$ cat src/rtl/rrw_pkg.sv
package rrw_pkg;
  typedef enum logic [2:0] {
    RA_CTRL     = 3'd0,
    RA_STAT     = 3'd1,
    RA_WPTR     = 3'd2,
    RA_THRESH   = 3'd3,
    RA_BASE     = 3'd4,
    RA_IMM_STAT = 3'd5,
    RA_IMM_RESP = 3'd6,
    RA_COUNT    = 3'd7
  } reg_addr_e;

  typedef enum logic [1:0] {
    WS_IDLE = 2'd0,
    WS_RSP  = 2'd1,
    WS_EXT  = 2'd2
  } wr_state_e;

  localparam int unsigned WPTR_RST_BIT = 15;
  localparam int unsigned UNSOL_BIT    = 4;
  localparam int unsigned IMM_CAD_LSB  = 4;
  localparam int unsigned ENTRY_SHIFT  = 3;
  localparam int unsigned EXT_OFFSET   = 4;
endpackage

$ cat src/rtl/rrw_regs.sv
module rrw_regs
  import rrw_pkg::*;
#(
  parameter int unsigned ADDR_W = 32,
  parameter int unsigned IDX_W  = 8,
  parameter int unsigned CNT_W  = 8,
  parameter int unsigned CAD_W  = 4
) (
  input  logic              clk_i,
  input  logic              rst_ni,
  input  logic              reg_we_i,
  input  logic [2:0]        reg_addr_i,
  input  logic [31:0]       reg_wdata_i,
  output logic [31:0]       reg_rdata_o,
  input  logic [IDX_W-1:0]  wp_i,
  input  logic [CNT_W-1:0]  cnt_i,
  input  logic              irq_sts_i,
  input  logic              imm_load_i,
  input  logic [31:0]       rsp_data_i,
  input  logic [CAD_W-1:0]  rsp_cad_i,
  output logic              dma_en_o,
  output logic              irq_en_o,
  output logic [CNT_W-1:0]  thresh_o,
  output logic [ADDR_W-1:0] base_o,
  output logic              imm_busy_o,
  output logic              wp_rst_o,
  output logic              irq_clr_o
);
  reg_addr_e         ra;
  logic              dma_en_q, irq_en_q, busy_q, valid_q;
  logic [CNT_W-1:0]  thresh_q;
  logic [ADDR_W-1:0] base_q;
  logic [CAD_W-1:0]  cad_q;
  logic [31:0]       resp_q;

  assign ra = reg_addr_e'(reg_addr_i);

  always_ff @(posedge clk_i or negedge rst_ni) begin
    if (!rst_ni) begin
      dma_en_q <= 1'b0;
      irq_en_q <= 1'b0;
      busy_q   <= 1'b0;
      valid_q  <= 1'b0;
      thresh_q <= '0;
      base_q   <= '0;
      cad_q    <= '0;
      resp_q   <= '0;
    end else begin
      if (reg_we_i) begin
        case (ra)
          RA_CTRL: begin
            dma_en_q <= reg_wdata_i[0];
            irq_en_q <= reg_wdata_i[1];
          end
          RA_THRESH: thresh_q <= reg_wdata_i[CNT_W-1:0];
          RA_BASE:   base_q   <= {reg_wdata_i[ADDR_W-1:ENTRY_SHIFT], {ENTRY_SHIFT{1'b0}}};
          RA_IMM_STAT: begin
            if (reg_wdata_i[0]) busy_q  <= 1'b1;
            if (reg_wdata_i[1]) valid_q <= 1'b0;
          end
          default: ;
        endcase
      end
      // delivery of a response wins over a same-cycle software write
      if (imm_load_i) begin
        busy_q  <= 1'b0;
        valid_q <= 1'b1;
        cad_q   <= rsp_cad_i;
        resp_q  <= rsp_data_i;
      end
    end
  end

  assign wp_rst_o  = reg_we_i && (ra == RA_WPTR) && reg_wdata_i[WPTR_RST_BIT];
  assign irq_clr_o = reg_we_i && (ra == RA_STAT) && reg_wdata_i[0];

  always_comb begin
    reg_rdata_o = '0;
    case (ra)
      RA_CTRL:     reg_rdata_o[1:0] = {irq_en_q, dma_en_q};
      RA_STAT:     reg_rdata_o[0] = irq_sts_i;
      RA_WPTR:     reg_rdata_o[IDX_W-1:0] = wp_i;
      RA_THRESH:   reg_rdata_o[CNT_W-1:0] = thresh_q;
      RA_BASE:     reg_rdata_o[ADDR_W-1:0] = base_q;
      RA_IMM_STAT: begin
        reg_rdata_o[0] = busy_q;
        reg_rdata_o[1] = valid_q;
        reg_rdata_o[IMM_CAD_LSB +: CAD_W] = cad_q;
      end
      RA_IMM_RESP: reg_rdata_o = resp_q;
      RA_COUNT:    reg_rdata_o[CNT_W-1:0] = cnt_i;
      default:     reg_rdata_o = '0;
    endcase
  end

  assign dma_en_o   = dma_en_q;
  assign irq_en_o   = irq_en_q;
  assign thresh_o   = thresh_q;
  assign base_o     = base_q;
  assign imm_busy_o = busy_q;

  p_imm_deliver_r1: assert property (@(posedge clk_i) disable iff (!rst_ni)
    imm_load_i |=> (!busy_q && valid_q && cad_q == $past(rsp_cad_i)));
endmodule

$ cat src/rtl/rrw_ring.sv
module rrw_ring
  import rrw_pkg::*;
#(
  parameter int unsigned ADDR_W = 32,
  parameter int unsigned IDX_W  = 8,
  parameter int unsigned CNT_W  = 8,
  parameter int unsigned CAD_W  = 4
) (
  input  logic              clk_i,
  input  logic              rst_ni,
  input  logic              start_i,
  input  logic [31:0]       rsp_data_i,
  input  logic              rsp_unsol_i,
  input  logic [CAD_W-1:0]  rsp_cad_i,
  input  logic [ADDR_W-1:0] base_i,
  input  logic [CNT_W-1:0]  thresh_i,
  input  logic              irq_en_i,
  input  logic              cmd_empty_i,
  input  logic              wp_rst_i,
  input  logic              irq_clr_i,
  output logic              idle_o,
  output logic              mem_req_o,
  input  logic              mem_gnt_i,
  output logic [ADDR_W-1:0] mem_addr_o,
  output logic [31:0]       mem_data_o,
  output logic [IDX_W-1:0]  wp_o,
  output logic [CNT_W-1:0]  cnt_o,
  output logic              irq_sts_o
);
  wr_state_e        state_q, state_d;
  logic [IDX_W-1:0] wp_q, idx_q;
  logic [CNT_W-1:0] cnt_q, cnt_base, cnt_d;
  logic [31:0]      word_q, ext_q, ext_d;
  logic             irq_q, commit, set_irq;
  logic [ADDR_W-1:0] entry_off;

  always_comb begin
    ext_d = '0;
    ext_d[CAD_W-1:0] = rsp_cad_i;
    ext_d[UNSOL_BIT] = rsp_unsol_i;
  end

  always_comb begin
    state_d = state_q;
    case (state_q)
      WS_IDLE: if (start_i)   state_d = WS_RSP;
      WS_RSP:  if (mem_gnt_i) state_d = WS_EXT;
      WS_EXT:  if (mem_gnt_i) state_d = WS_IDLE;
      default: state_d = WS_IDLE;
    endcase
  end

  assign commit   = (state_q == WS_EXT) && mem_gnt_i;
  assign cnt_base = irq_clr_i ? '0 : cnt_q;
  assign cnt_d    = commit ? cnt_base + CNT_W'(1) : cnt_base;
  assign set_irq  = commit && irq_en_i && ((cnt_d == thresh_i) || cmd_empty_i);

  always_ff @(posedge clk_i or negedge rst_ni) begin
    if (!rst_ni) begin
      state_q <= WS_IDLE;
      wp_q    <= '0;
      idx_q   <= '0;
      cnt_q   <= '0;
      word_q  <= '0;
      ext_q   <= '0;
      irq_q   <= 1'b0;
    end else begin
      state_q <= state_d;
      cnt_q   <= cnt_d;
      if (start_i && state_q == WS_IDLE) begin
        idx_q  <= wp_q + IDX_W'(1);
        word_q <= rsp_data_i;
        ext_q  <= ext_d;
      end
      if (wp_rst_i)    wp_q <= '0;
      else if (commit) wp_q <= idx_q;
      if (set_irq)        irq_q <= 1'b1;
      else if (irq_clr_i) irq_q <= 1'b0;
    end
  end

  assign entry_off  = ADDR_W'(idx_q) << ENTRY_SHIFT;
  assign mem_addr_o = base_i + entry_off + ((state_q == WS_EXT) ? ADDR_W'(EXT_OFFSET) : '0);
  assign mem_data_o = (state_q == WS_EXT) ? ext_q : word_q;
  assign mem_req_o  = (state_q != WS_IDLE);
  assign idle_o     = (state_q == WS_IDLE);
  assign wp_o       = wp_q;
  assign cnt_o      = cnt_q;
  assign irq_sts_o  = irq_q;

  p_hold_r9: assert property (@(posedge clk_i) disable iff (!rst_ni)
    (mem_req_o && !mem_gnt_i) |=> (mem_req_o && $stable(mem_addr_o) && $stable(mem_data_o)));
  p_ext_follows_r3: assert property (@(posedge clk_i) disable iff (!rst_ni)
    (state_q == WS_RSP && mem_gnt_i) |=>
      (mem_req_o && mem_addr_o == $past(mem_addr_o) + ADDR_W'(EXT_OFFSET)));
  p_cnt_step_r5: assert property (@(posedge clk_i) disable iff (!rst_ni)
    (commit && !irq_clr_i) |=> (cnt_q == $past(cnt_q) + CNT_W'(1)));
  p_irq_needs_en_r6: assert property (@(posedge clk_i) disable iff (!rst_ni)
    $rose(irq_sts_o) |-> $past(irq_en_i));
  p_clr_r8: assert property (@(posedge clk_i) disable iff (!rst_ni)
    (irq_clr_i && !commit) |=> (!irq_sts_o && cnt_q == '0));
endmodule

$ cat src/rtl/response_ring_writer.sv
module response_ring_writer
  import rrw_pkg::*;
#(
  parameter int unsigned ADDR_W     = 32,
  parameter int unsigned RING_DEPTH = 256,
  parameter int unsigned CAD_W      = 4,
  localparam int unsigned IDX_W     = $clog2(RING_DEPTH),
  localparam int unsigned CNT_W     = IDX_W
) (
  input  logic              clk_i,
  input  logic              rst_ni,
  input  logic              rsp_valid_i,
  output logic              rsp_ready_o,
  input  logic [31:0]       rsp_data_i,
  input  logic              rsp_unsol_i,
  input  logic [CAD_W-1:0]  rsp_cad_i,
  input  logic              cmd_ring_empty_i,
  input  logic              reg_we_i,
  input  logic [2:0]        reg_addr_i,
  input  logic [31:0]       reg_wdata_i,
  output logic [31:0]       reg_rdata_o,
  output logic              mem_req_o,
  input  logic              mem_gnt_i,
  output logic [ADDR_W-1:0] mem_addr_o,
  output logic [31:0]       mem_data_o,
  output logic              irq_sts_o
);
  logic              accept, imm_load, ring_start, idle;
  logic              dma_en, irq_en, imm_busy, wp_rst, irq_clr;
  logic [CNT_W-1:0]  thresh, cnt;
  logic [IDX_W-1:0]  wp;
  logic [ADDR_W-1:0] base;

  assign rsp_ready_o = idle;
  assign accept      = rsp_valid_i && idle;
  assign imm_load    = accept && imm_busy;
  assign ring_start  = accept && !imm_busy && dma_en;

  rrw_regs #(.ADDR_W(ADDR_W), .IDX_W(IDX_W), .CNT_W(CNT_W), .CAD_W(CAD_W)) i_regs (
    .clk_i, .rst_ni, .reg_we_i, .reg_addr_i, .reg_wdata_i, .reg_rdata_o,
    .wp_i(wp), .cnt_i(cnt), .irq_sts_i(irq_sts_o),
    .imm_load_i(imm_load), .rsp_data_i, .rsp_cad_i,
    .dma_en_o(dma_en), .irq_en_o(irq_en), .thresh_o(thresh), .base_o(base),
    .imm_busy_o(imm_busy), .wp_rst_o(wp_rst), .irq_clr_o(irq_clr)
  );

  rrw_ring #(.ADDR_W(ADDR_W), .IDX_W(IDX_W), .CNT_W(CNT_W), .CAD_W(CAD_W)) i_ring (
    .clk_i, .rst_ni, .start_i(ring_start), .rsp_data_i, .rsp_unsol_i, .rsp_cad_i,
    .base_i(base), .thresh_i(thresh), .irq_en_i(irq_en), .cmd_empty_i(cmd_ring_empty_i),
    .wp_rst_i(wp_rst), .irq_clr_i(irq_clr), .idle_o(idle),
    .mem_req_o, .mem_gnt_i, .mem_addr_o, .mem_data_o,
    .wp_o(wp), .cnt_o(cnt), .irq_sts_o
  );

  p_drop_r2: assert property (@(posedge clk_i) disable iff (!rst_ni)
    (accept && !imm_busy && !dma_en) |=> !mem_req_o);
  p_no_accept_pending_r9: assert property (@(posedge clk_i) disable iff (!rst_ni)
    mem_req_o |-> !rsp_ready_o);
  p_imm_no_mem_r1: assert property (@(posedge clk_i) disable iff (!rst_ni)
    imm_load |=> !mem_req_o);
endmodule

$ cat config.mk
export PLATFORM = sky130hd
export DESIGN_NAME = response_ring_writer
export DESIGN_NICKNAME = d
export VERILOG_FILES = /design/src/rtl/rrw_pkg.sv /design/src/rtl/rrw_regs.sv /design/src/rtl/rrw_ring.sv /design/src/rtl/response_ring_writer.sv
export SDC_FILE = /design/constraint.sdc
export NUM_CORES = 1
export LEC_CHECK = 0
export BUFFER_PORTS_ARGS = -buffer_cell sky130_fd_sc_hd__buf_2
export CORE_UTILIZATION = 58
export CTS_CLUSTER_SIZE = 24
export DETAILED_ROUTE_END_ITERATION = 12
export PLACE_DENSITY = 0.86
export SLEW_MARGIN = 40
export SYNTH_ARGS = -nofsm -noshare
export SYNTH_HDL_FRONTEND = slang
export SYNTH_SLANG_ARGS = --single-unit
$ cat constraint.sdc
create_clock -name clk_i -period 5.4 [get_ports clk_i]
set_input_delay 1.62 -clock clk_i [delete_from_list [all_inputs] [get_ports clk_i]]
set_output_delay 1.62 -clock clk_i [all_outputs]
set_load 0.005 [all_outputs]
Word level (Yosys, flattened, before mapping)
Index checks and enable logic that the tools add are counted.

Flip-flop bits (word level): 141. Input bits: 78. Output and inout port bits: 99. Word-level logic and storage cells: 86.

Add/subtract/negate cells: 4. Eq/ne operators: 13. Multiplexer cells: 25. Reduce and logical (&&, ||, !) cells: 29.

Operators with widths (count): $pmux W24 S2 (1); $add A32 B11 Y32 (1); $add A32 B32 Y32 (1); $mux W32 (1); $mux W8 (4); $pmux W4 S6 (1); $add A8 B1 Y8 const B (2); $reduce_bool A2 Y1 (7); $eq A3 B3 Y1 const B (4); $logic_and A1 B1 Y1 (12); $mux W1 (10); $pmux W2 S5 (1); $reduce_and A3 Y1 (3); $eq A8 B8 Y1 (1); $pmux W1 S8 (1); $eq A3 B2 Y1 const B (2); $mux W2 (3); $pmux W1 S6 (1); $pmux W2 S3 (1); $reduce_and A2 Y1 (3); $ne A2 B2 Y1 const B (2); $eq A3 B1 Y1 const B (1); $logic_not A3 Y1 (1); $mux W3 (1); 6 further kinds (6).

Depth between registers and ports, before layout
Gate-level depths: netlist of the first run.

Depth after elaboration: 10. Depth in mapped cells: 9. Depth with buffers taken out: 9.

Modules after synthesis
From an unflattened synthesis of the first run, not the netlist that was laid out.

Cells, all modules: 712. Area, all modules: 7430.9 µm².

By module, submodules not included: rrw_ring (instances 1, cells an instance 451, area an instance 3804.9 µm², seq. area each 1601.5 µm²); rrw_regs (instances 1, cells an instance 259, area an instance 3608.5 µm², seq. area each 1926.8 µm²); response_ring_writer (instances 1, cells an instance 2, area an instance 17.5 µm², seq. area each 0.0 µm²).

Worst setup path after synthesis of the first run
No wires, ideal clock.

Path type: input to output. Start point: input port reg_addr_i[0]. End point: output port reg_rdata_o[1]. Arrival: 2877 ps. Required time: 3780 ps. Setup slack: 903 ps. Stages on the path: 5. Path buffers: 2. Cell sequence: clkbuf_1 -> buf_1 -> mux2_2 -> a221oi_1 -> a21oi_1.

Word-level cells in the longest chain between the ends: 2. Elaborated cells on any way between the ends: 7. Classes of those cells: eq/ne: 5; mux: 1; reduce/logical: 1.

Ends and longest elaborated chain: from (decl) (line response_ring_writer.sv:19) `input logic [2:0] reg_addr_i,`; $eq A3 B3 Y1 (tied with other cells) (line rrw_regs.sv:79) `case (ra)`; $pmux W1 S6 * (line rrw_regs.sv:79); to (decl) (line response_ring_writer.sv:21) `output logic [31:0] reg_rdata_o,`.

Mark *: on every way between the ends. The rest lies on a longest branch, timed or not.

Worst setup path after layout of the first run
Start point: register i_ring.idx_q[0]. End point: output port mem_addr_o[23].

Word-level cells in the longest chain between the ends: 2.

Ends and longest elaborated chain: from (decl) (line rrw_ring.sv:31) `logic [IDX_W-1:0] wp_q, idx_q;`; from (signal assigned) (line rrw_ring.sv:71) `idx_q <= wp_q + IDX_W'(1);`; $add A32 B11 Y32 (line rrw_ring.sv:83) `assign mem_addr_o = base_i + entry_off + ((state_q == WS_EXT) ? ADDR_W'(EXT_OFFSET) : '0);`; $add A32 B32 Y32 (line rrw_ring.sv:83); to (decl) (line response_ring_writer.sv:24) `output logic [ADDR_W-1:0] mem_addr_o,`.

Every way passes these cells.

==> results of run 1 <==
kinds of logic (layout without fill, tap and decap cells):
family / count (synthesis) / after routing / share of synthesized area (%)
buffers and inverters: 45 / 223 / 2.71
multiplexers: 125 / 125 / 19.7
flip-flops: 141 / 141 / 48.4
XOR/XNOR: 41 / 41 / 4.92
adder cells (fa/ha/maj): 10 / 10 / 1.82
AND/OR/NAND/NOR: 187 / 187 / 13.2
other: 1 / 2 / 0.0514
AO/OA/AOI/OAI: 91 / 91 / 9.21
final cells by class:
class	instances	area, um2
clock inverter	10	80.1
timing repair buffer	181	930
multi-input combinational	456	3590
clock buffer	22	484
sequential	141	3530
tap	168	210
fill	864	3300
inverter	10	37.5
worst max-delay path by stage:
| stage | startpoint | slack (ps) | end |
|---|---|---|---|
| after floorplan | reg_addr_i[0] | 900 | reg_rdata_o[1] |
| after global placement | reg_addr_i[1] | 800 | reg_rdata_o[0] |
| after detailed placement | reg_addr_i[1] | 710 | reg_rdata_o[0] |
| after CTS | i_ring.idx_q[0] | 600 | mem_addr_o[23] |
| after global routing | i_ring.idx_q[0] | 490 | mem_addr_o[23] |
| final | i_ring.idx_q[0] | 570 | mem_addr_o[23] |
state kept, by name (all words and copies together) (netlist names), 2 cells and up:
name,count
i_ring.idx_q,8
i_regs.resp_q,32
i_regs.cad_q,4
i_ring.state_q,2
i_regs.base_o,29
i_regs.thresh_o,8
i_ring.ext_q,5
i_ring.wp_o,8
i_ring.word_q,32
i_ring.cnt_o,8
cell usage in the layout, fill, tap and decap left out, types with 8 or more instances in the layout:
cell type    n
nand3_1     15
a22o_1      25
buf_2      173
and3_1       8
inv_1        9
ha_1         9
dfrtp_1    141
clkbuf_16   17
o21ai_0     18
nor2_1      26
nand2_1     60
mux2_2     112
xnor2_1     27
and2_1      32
a21oi_1     12
xor2_1      14
nand4_1      8
where the power goes:
group | internal (mW) | total (mW) | switching [mW]
combinational | 0.783 | 1.41 | 0.628
clock | 0.641 | 1.11 | 0.467
sequential | 1.45 | 1.79 | 0.338
total | 2.87 | 4.31 | 1.43
critical path, stage by stage (launching register included):
cell and delay [ps]:
dfrtp_1 400, ha_1 200, inv_1 60, fa_1 400, nor2b_1 140, o21a_1 190, o21ai_0 160, a311oi_2 610
and3_1 270, xor2_1 200, buf_2 150
metrics by stage:
step	util [%]	setup WS, ps	power, mW
2_1_floorplan	-	903	2.59
3_3_place_gp	68.1	796	3.11
3_5_place_dp	68.2	712	3.20
4_1_cts	72.8	605	4.32
5_1_grt	72.8	492	4.55
6_report	72.8	571	4.31
layer usage:
layer	GRT usage (%)	vias to the layer above	wire length, um
met3	8.47	27	1520
met4	10.6	0	364
met1	42.9	2978	8150
met5	0	-	0
li1	-	2627	-
met2	53.0	279	9880
==> key figures, run 1 <==
Clock network
  • Clock Tree Root: clkbuf_16
  • Clock network latency to the later pin of the worst-skew pair: around 430 ps
  • Clock Path Buffers: 2
  • H-tree lvl count: 4
  • CTS tree: built
  • Cts repair resizes: 0
  • Hold Buf Count CTS: 0
  • CTS Buf Count: 17
  • Clock sinks: 141
  • Post-CTS Setup Inserts: 0
  • Clock Pin Slew Worst Setup and Hold Paths: ~60 ps

STA
  • Tightest Pin Transition: 732 ps
  • Rel. slew slack: 51.2%
  • Period utilization: 89.4%
  • Post-route setup TNS: 0 ps
  • RSZ-0062 raised after global routing: false
  • Period minus WS final: 4830 ps
  • FMAX: 207 MHz
  • Worst Skew: 9.68 ps
  • Hold Slack: 485 ps
  • Setup Viol. Count Final: 0
  • Final hold vios: 0
  • Slew Viols, Final: 0

Critical path
  • R2r worst-path depth: 7
  • WS Path Type: flop to output pin
  • Critical path required time: 3780 ps
  • WP data arrival: 3210 ps
  • R2r endpoint: i_ring.irq_sts_o
  • Worst R2R Start: i_ring.state_q[0]
  • Critical Path End Type: output pin
  • CP Launch Type: flop
  • CP Max Fanout: 7
  • Reg2Reg Setup Slack: 2680 ps

Detailed routing
  • Final wirelength: 19900 um
  • # DRC: 0
  • Drt pass-1 iters: 5
  • Drt initial violations: 368
  • Post-DR vias/cell: approximately 6.0
  • Detail Route Antenna Nets: 0
  • Via count: 5911
  • WL/cell: between 20 and 25 um

Global routing
  • First-pass GRT wire length: around 32000 um
  • Total gr overflow: 0
  • Largest net degree at the start of global routing: 80
  • Vias in the first global route: 5968
  • GR Util All Layers: 32.6%
  • Initial antenna violation count: 0

Layout
  • Syn-to-layout area delta: 21.4%
  • Finished Layout Cells: 988
  • Antenna diodes: 0
  • Layout cell share with drive strength beyond 1: 41.2%
  • Nets: 895
  • Fin area: 8860 um2

Placed design
  • Gpl congestion: 0.913
  • Placed insts: 956
  • PortBufs: 174
  • Detail Placement HPWL: roughly 14000 um
  • DP Area: 8290 um2

Floorplanning
  • CORE AREA: 12200 um2
  • Starting Density: about three fifths
  • Ports: 177
  • Die width: 114 um
  • Die height: 114 um
  • Die area: around 13000 um2
  • Placement row count: 40

Logic synthesis
  • Mean Syn Cell Area: 11.4 um2
  • Synth top area share: 48.4%
  • Synth cell types: 63
  • Asr flop ratio synth: between 90% and 100%
  • Count leader, synth: dfrtp_1
  • Post-synth EDFFs: 0
  • Post-synthesis sequential area ratio: 48.4%
  • Synth Instances: 641
  • Synth Flop Type: dfrtp_1
  • Yosys synthesis warning count: 0
  • Top cells by area, synth: dfrtp_1 48%, mux2_2 17%, xnor2_1 3.2%, nand2_1 3.1%, a22o_1 3.0%
  • Top cells by count, synth: 141 x dfrtp_1, 112 x mux2_2, 60 x nand2_1, 32 x and2_1, 28 x nor2_1
  • Area leader, netlist: dfrtp_1
  • Synth Register Bits: approximately 140
  • Netlist Area Pre-Place: about 7300 um2

Min path
  • Hold_sp: i_regs.valid_q
  • Hold EP: i_regs.valid_q
  • Hold Path Class: flop to flop
  • Hold Crit Depth: 1

Job
  • Max-cap check violation count: 0

Power and ir drop
  • VDD IR-drop max: around 0.36 mV
  • Leakage: between 4 and 5 nW
  • PwrDens: 486 nW/um2

Status
  • Status: finished clean
Note: power is estimated with default switching activity, not from simulation.
==> run 2, diff against run 1 <==
--- a/config.mk
+++ b/config.mk
@@ -9,7 +9,7 @@
 export CORE_UTILIZATION = 58
 export CTS_CLUSTER_SIZE = 24
 export DETAILED_ROUTE_END_ITERATION = 12
-export PLACE_DENSITY = 0.86
+export PLACE_DENSITY = 0.95
 export SLEW_MARGIN = 40
 export SYNTH_ARGS = -nofsm -noshare
 export SYNTH_HDL_FRONTEND = slang
==> key figures, run 2 (synthesized netlist as in run 1, its figures left out) <==
Floorplanning
  • Ports: 177
  • Die width: 114 um
  • Starting Density: 60.0%
  • Placement row count: 40
  • CORE AREA: 12200 um2
  • Die height: about 110 um
  • Die area: around 13000 um2

Critical path
  • Critical Path End Type: output pin
  • Worst R2R Start: i_ring.state_q[0]
  • WP data arrival: between 3000 and 4000 ps
  • Critical path required time: 3780 ps
  • Slowest stage cell, crit path: nor2b_1
  • Max incr delay on CP: 410 ps
  • Reg2Reg Setup Slack: 2920 ps
  • CP Max Fanout: 22
  • WS Path Type: input port to output pin
  • CP cell instances: buf_2, nor2b_1, a22oi_1, o211ai_1, o21ai_0, nand2_1, buf_2
  • R2r worst-path depth: 8
  • CP Launch Type: input port
  • Most common cell on crit path: buf_2
  • R2r endpoint: i_ring.irq_sts_o

Layout
  • Fill cell count: between 800 and 900
  • Layout cell share with drive strength beyond 1: 40.9%
  • Antenna diodes: 0
  • Syn-to-layout area delta: 21.6%
  • Multi-input gate area: between 3000 and 4000 um2
  • Most frequent cells in the layout: 173 x buf_2, 141 x dfrtp_1, 112 x mux2_2
  • Most common cell after layout, fill and taps aside: buf_2
  • Nets: around 900
  • Register area: 3530 um2
  • Finished Layout Cells: just under 1000

Global routing
  • Initial antenna violation count: 0
  • GR Util All Layers: about a third
  • First-pass GRT wire length: 30800 um
  • Total gr overflow: 0
  • Largest net degree at the start of global routing: approximately 110
  • Vias in the first global route: 5917

STA
  • Slew Viols, Final: 0
  • Post-route setup TNS: 0 ps
  • Tightest Pin Transition: 691 ps
  • Worst Skew: 9.39 ps
  • RSZ-0062 raised after global routing: false
  • FMAX: 214 MHz
  • Rel. slew slack: between 50% and 60%
  • Final hold vios: 0
  • Worst Setup Slack, final: 721 ps
  • Period utilization: 86.6%
  • Period minus WS final: 4680 ps
  • Setup Viol. Count Final: 0

Clock network
  • Clock sinks: 141
  • Clock network latency to the later pin of the worst-skew pair: approximately 420 ps
  • CTS Buf Count: 17
  • Post-CTS Setup Inserts: 0
  • CTS tree: built
  • Clock Path Buffers: 2
  • Clock Pin Slew Worst Setup and Hold Paths: 60 ps
  • Clock Tree Root: clkbuf_16
  • Cts repair resizes: 0
  • H-tree lvl count: 4
  • Hold Buf Count CTS: 0

Detailed routing
  • Final wirelength: 19500 um
  • Detail Route Antenna Nets: 0
  • # DRC: 0
  • Drt pass-1 iters: 5
  • WL/cell: 19.8 um
  • Via count: 5889
  • Post-DR vias/cell: approximately 6.0
  • Drt initial violations: 546

Power and ir drop
  • PwrDens: 486 nW/um2
  • VDD IR-drop max: 0.353 mV
  • Leakage: 4.18 nW

Placed design
  • Place WS: about 730 ps
  • PortBufs: between 150 and 200
  • Gpl congestion: 0.918
  • Placed insts: between 900 and 1000
  • Detail Placement HPWL: 13400 um

Min path
  • Hold Crit Depth: 1
  • Hold_sp: i_ring.word_q[30]
  • Hold Path Class: flop to flop
  • Hold EP: i_ring.word_q[30]

Status
  • Status: finished clean

Job
  • Max-cap check violation count: 0
## run 2: cell count changes in the layout (fill, tap and decap cells not counted)
cell        before  now
clkbuf_1         1    3
nand2b_1         3    4
clkbuf_8         4    5
clkinvlp_4       3    2
nand2b_2         1    0
buf_6            1    0
buf_8            0    1
buf_16           0    1
inv_6            3    1
buf_4            7    6
## run 2: area by class of cell
type | count | area share (%)
well taps | 168 | 2.37
inverters | 10 | 0.423
repair buffers | 181 | 10.7
clock inverters | 7 | 0.620
clock buffers | 25 | 5.70
flip-flops and latches | 141 | 39.8
multi-input cells | 456 | 40.4
## run 2: metrics by stage
step	power (mW)	util [%]	instance area, um2	hold slack (ps)
2_1_floorplan	2.59	-	7300	450
3_3_place_gp	3.11	68.1	8280	472
3_5_place_dp	3.20	68.1	8290	481
4_1_cts	4.32	72.7	8850	496
5_1_grt	4.55	73.0	8870	511
6_report	4.32	73.0	8870	499
## run 2: critical path, delay by kind of cell
kind	cells	cell delay, ps
buffers and inverters	2	430
AND/OR/NAND/NOR	2	520
AO/OA/AOI/OAI	3	480
## run 2: report_power, final
part           internal [mW]  switching, mW
logic                  0.789          0.646
clock network          0.651          0.440
registers               1.45          0.339
## run 2: metal layers
metal	vias up	GRT usage, %	share of wire (%)
met5	-	0	0
met4	0	14.0	3.7
li1	2635	-	-
met1	2888	39.6	40
met2	297	50.5	48
met3	69	9.79	8.3
## run 2: how the worst max path moves through the flow
| stage | start | to | depth (start not counted) |
|---|---|---|---|
| 5_1_grt | reg_addr_i[1] | reg_rdata_o[0] | 7 |
| 6_report | reg_addr_i[1] | reg_rdata_o[0] | 7 |
| 3_5_place_dp | reg_addr_i[1] | reg_rdata_o[0] | 7 |
| 2_1_floorplan | reg_addr_i[0] | reg_rdata_o[1] | 5 |
| 3_3_place_gp | reg_addr_i[1] | reg_rdata_o[0] | 7 |
| 4_1_cts | reg_addr_i[1] | reg_rdata_o[0] | 7 |
==> run 3, diff against run 2 <==
--- a/config.mk
+++ b/config.mk
@@ -9,7 +9,7 @@
 export CORE_UTILIZATION = 58
 export CTS_CLUSTER_SIZE = 24
 export DETAILED_ROUTE_END_ITERATION = 12
-export PLACE_DENSITY = 0.95
+export PLACE_DENSITY = 0.94
 export SLEW_MARGIN = 40
 export SYNTH_ARGS = -nofsm -noshare
 export SYNTH_HDL_FRONTEND = slang
==> key figures, run 3 (synthesized netlist as in run 1, its figures left out) <==
Clock network
  • Clock network latency to the later pin of the worst-skew pair: 420 ps
  • Clock Pin Slew Worst Setup and Hold Paths: around 60 ps
  • Post-CTS Setup Inserts: 0
  • Clock Path Buffers: 2
  • Clock sinks: 141
  • Hold Buf Count CTS: 0
  • CTS tree: built
  • Clock Tree Root: clkbuf_16
  • CTS Buf Count: 17
  • Cts repair resizes: 0
  • H-tree lvl count: 4

Placed design
  • Gpl congestion: 0.939
  • Placed insts: 957
  • Detail Placement HPWL: approximately 14000 um
  • PortBufs: approximately 170
  • DP Area: about 8300 um2

Detailed routing
  • Drt initial violations: between 400 and 500
  • WL/cell: 19.5 um
  • Final wirelength: 19300 um
  • Detail Route Antenna Nets: 0
  • Via count: 5884
  • Drt pass-1 iters: 5
  • Post-DR vias/cell: approximately 5.9
  • # DRC: 0

Global routing
  • Vias in the first global route: 5953
  • GR Util All Layers: 31.5%
  • Total gr overflow: 0
  • Layer with the highest usage: met2
  • GRT met1 Usage: 38.2%
  • Initial antenna violation count: 0
  • First-pass GRT wire length: 30700 um
  • Largest net degree at the start of global routing: 63
  • Met2 Use GR: 52.5%
  • Routing usage on met3: 10.3%

Power and ir drop
  • PwrDens: 487 nW/um2
  • Leakage: ~4.2 nW
  • VDD IR-drop max: 0.367 mV
  • Total power: approximately 4.3 mW

Floorplanning
  • CORE AREA: 12200 um2
  • Starting Density: around three fifths
  • Ports: 177
  • Die height: 114 um
  • Die area: 13000 um2
  • Die width: 114 um
  • Placement row count: 40

Layout
  • Fin area: 8870 um2
  • Layout cell share with drive strength beyond 1: 40.9%
  • Most common cell after layout, fill and taps aside: buf_2
  • Nets: 896
  • Finished Layout Cells: 989
  • Antenna diodes: 0
  • Most frequent cells in the layout: 173 x buf_2, 141 x dfrtp_1, 112 x mux2_2
  • Syn-to-layout area delta: 21.6%
  • Fill cell count: between 800 and 900

Critical path
  • CP Max Fanout: 7
  • Critical path required time: approximately 3800 ps
  • Slowest stage cell, crit path: a311oi_2
  • CP cell instances: ha_1, inv_1, fa_1, nor2b_1, o21a_1, o21ai_0, a311oi_2, and3_1, xor2_1, buf_2
  • WP data arrival: 3120 ps
  • CP Launch Type: flop
  • WS Path Type: flop to output pin
  • Max incr delay on CP: ~600 ps
  • Critical Path End Type: output pin

STA
  • Post-route setup TNS: 0 ps
  • Tightest Pin Transition: 663 ps
  • Hold Slack: a little under 500 ps
  • Slew Viols, Final: 0
  • RSZ-0062 raised after global routing: false
  • Period minus WS final: approximately 4700 ps
  • Setup Viol. Count Final: 0
  • Period utilization: around 90%
  • Worst Skew: a little over 8 ps
  • Rel. slew slack: 55.8%
  • Final hold vios: 0
  • FMAX: 211 MHz

Job
  • Max-cap check violation count: 0

Status
  • Status: finished clean

Min path
  • Hold Path Class: flop to flop
## run 3: changes by cell type in the layout (fill, tap and decap cells not counted)
cell / previous run / this run
bufinv_16: 0 / 1
clkinv_4: 3 / 1
buf_8: 1 / 0
clkinvlp_4: 2 / 4
buf_4: 6 / 8
buf_6: 0 / 1
buf_16: 1 / 0
clkbuf_8: 5 / 4
## run 3: path summary, 6_finish.rpt
kind                              startpoint                end  slack, ps  cells past startpoint
hold reg to reg            i_ring.word_q[24]  i_ring.word_q[24]        500                      1
max in group asynchronous             rst_ni  i_ring.word_q[19]       3280                      2
setup / recovery            i_regs.base_o[3]     mem_addr_o[21]        660                     10
hold / removal             i_ring.word_q[24]  i_ring.word_q[24]        500                      1
setup reg to reg           i_ring.state_q[0]   i_ring.irq_sts_o       2630                      8
min in group asynchronous             rst_ni  i_regs.resp_q[11]       1170                      1
## run 3: worst max-delay path: cells and delay by family (launching register included)
kind | cells | cell delay (ps)
flip-flops | 1 | 380
XOR/XNOR | 1 | 160
AND/OR/NAND/NOR | 2 | 420
buffers and inverters | 2 | 200
adder cells (fa/ha/maj) | 2 | 580
AO/OA/AOI/OAI | 3 | 970
## run 3: layout make-up
cell class,instances,area (um2),area share (%)
clock inverter,8,82.6,0.931
clock buffer,24,492,5.54
multi-input combinational,456,3580,40.4
sequential,141,3530,39.8
timing repair buffer,182,937,10.6
tap,168,210,2.37
inverter,10,37.5,0.423
## run 3: power breakdown
| group | switching [mW] | internal (mW) | leakage, nW |
|---|---|---|---|
| Clock | 0.448 | 0.684 | 0.269 |
| Sequential | 0.335 | 1.45 | 1.72 |
| Combinational | 0.624 | 0.785 | 2.18 |
| Total | 1.41 | 2.92 | 4.18 |
## run 3: metal layers
metal,up-vias,routed length [um]
li1,2632,-
met1,2919,7490
met2,284,9660
met3,49,1690
met4,0,481
met5,-,0
## run 3: stage by stage
step	setup slack, ps	utilization (%)
2_1_floorplan	903	-
5_1_grt	478	73.0
3_3_place_gp	810	68.2
4_1_cts	684	73.0
6_report	660	73.0
3_5_place_dp	760	68.2
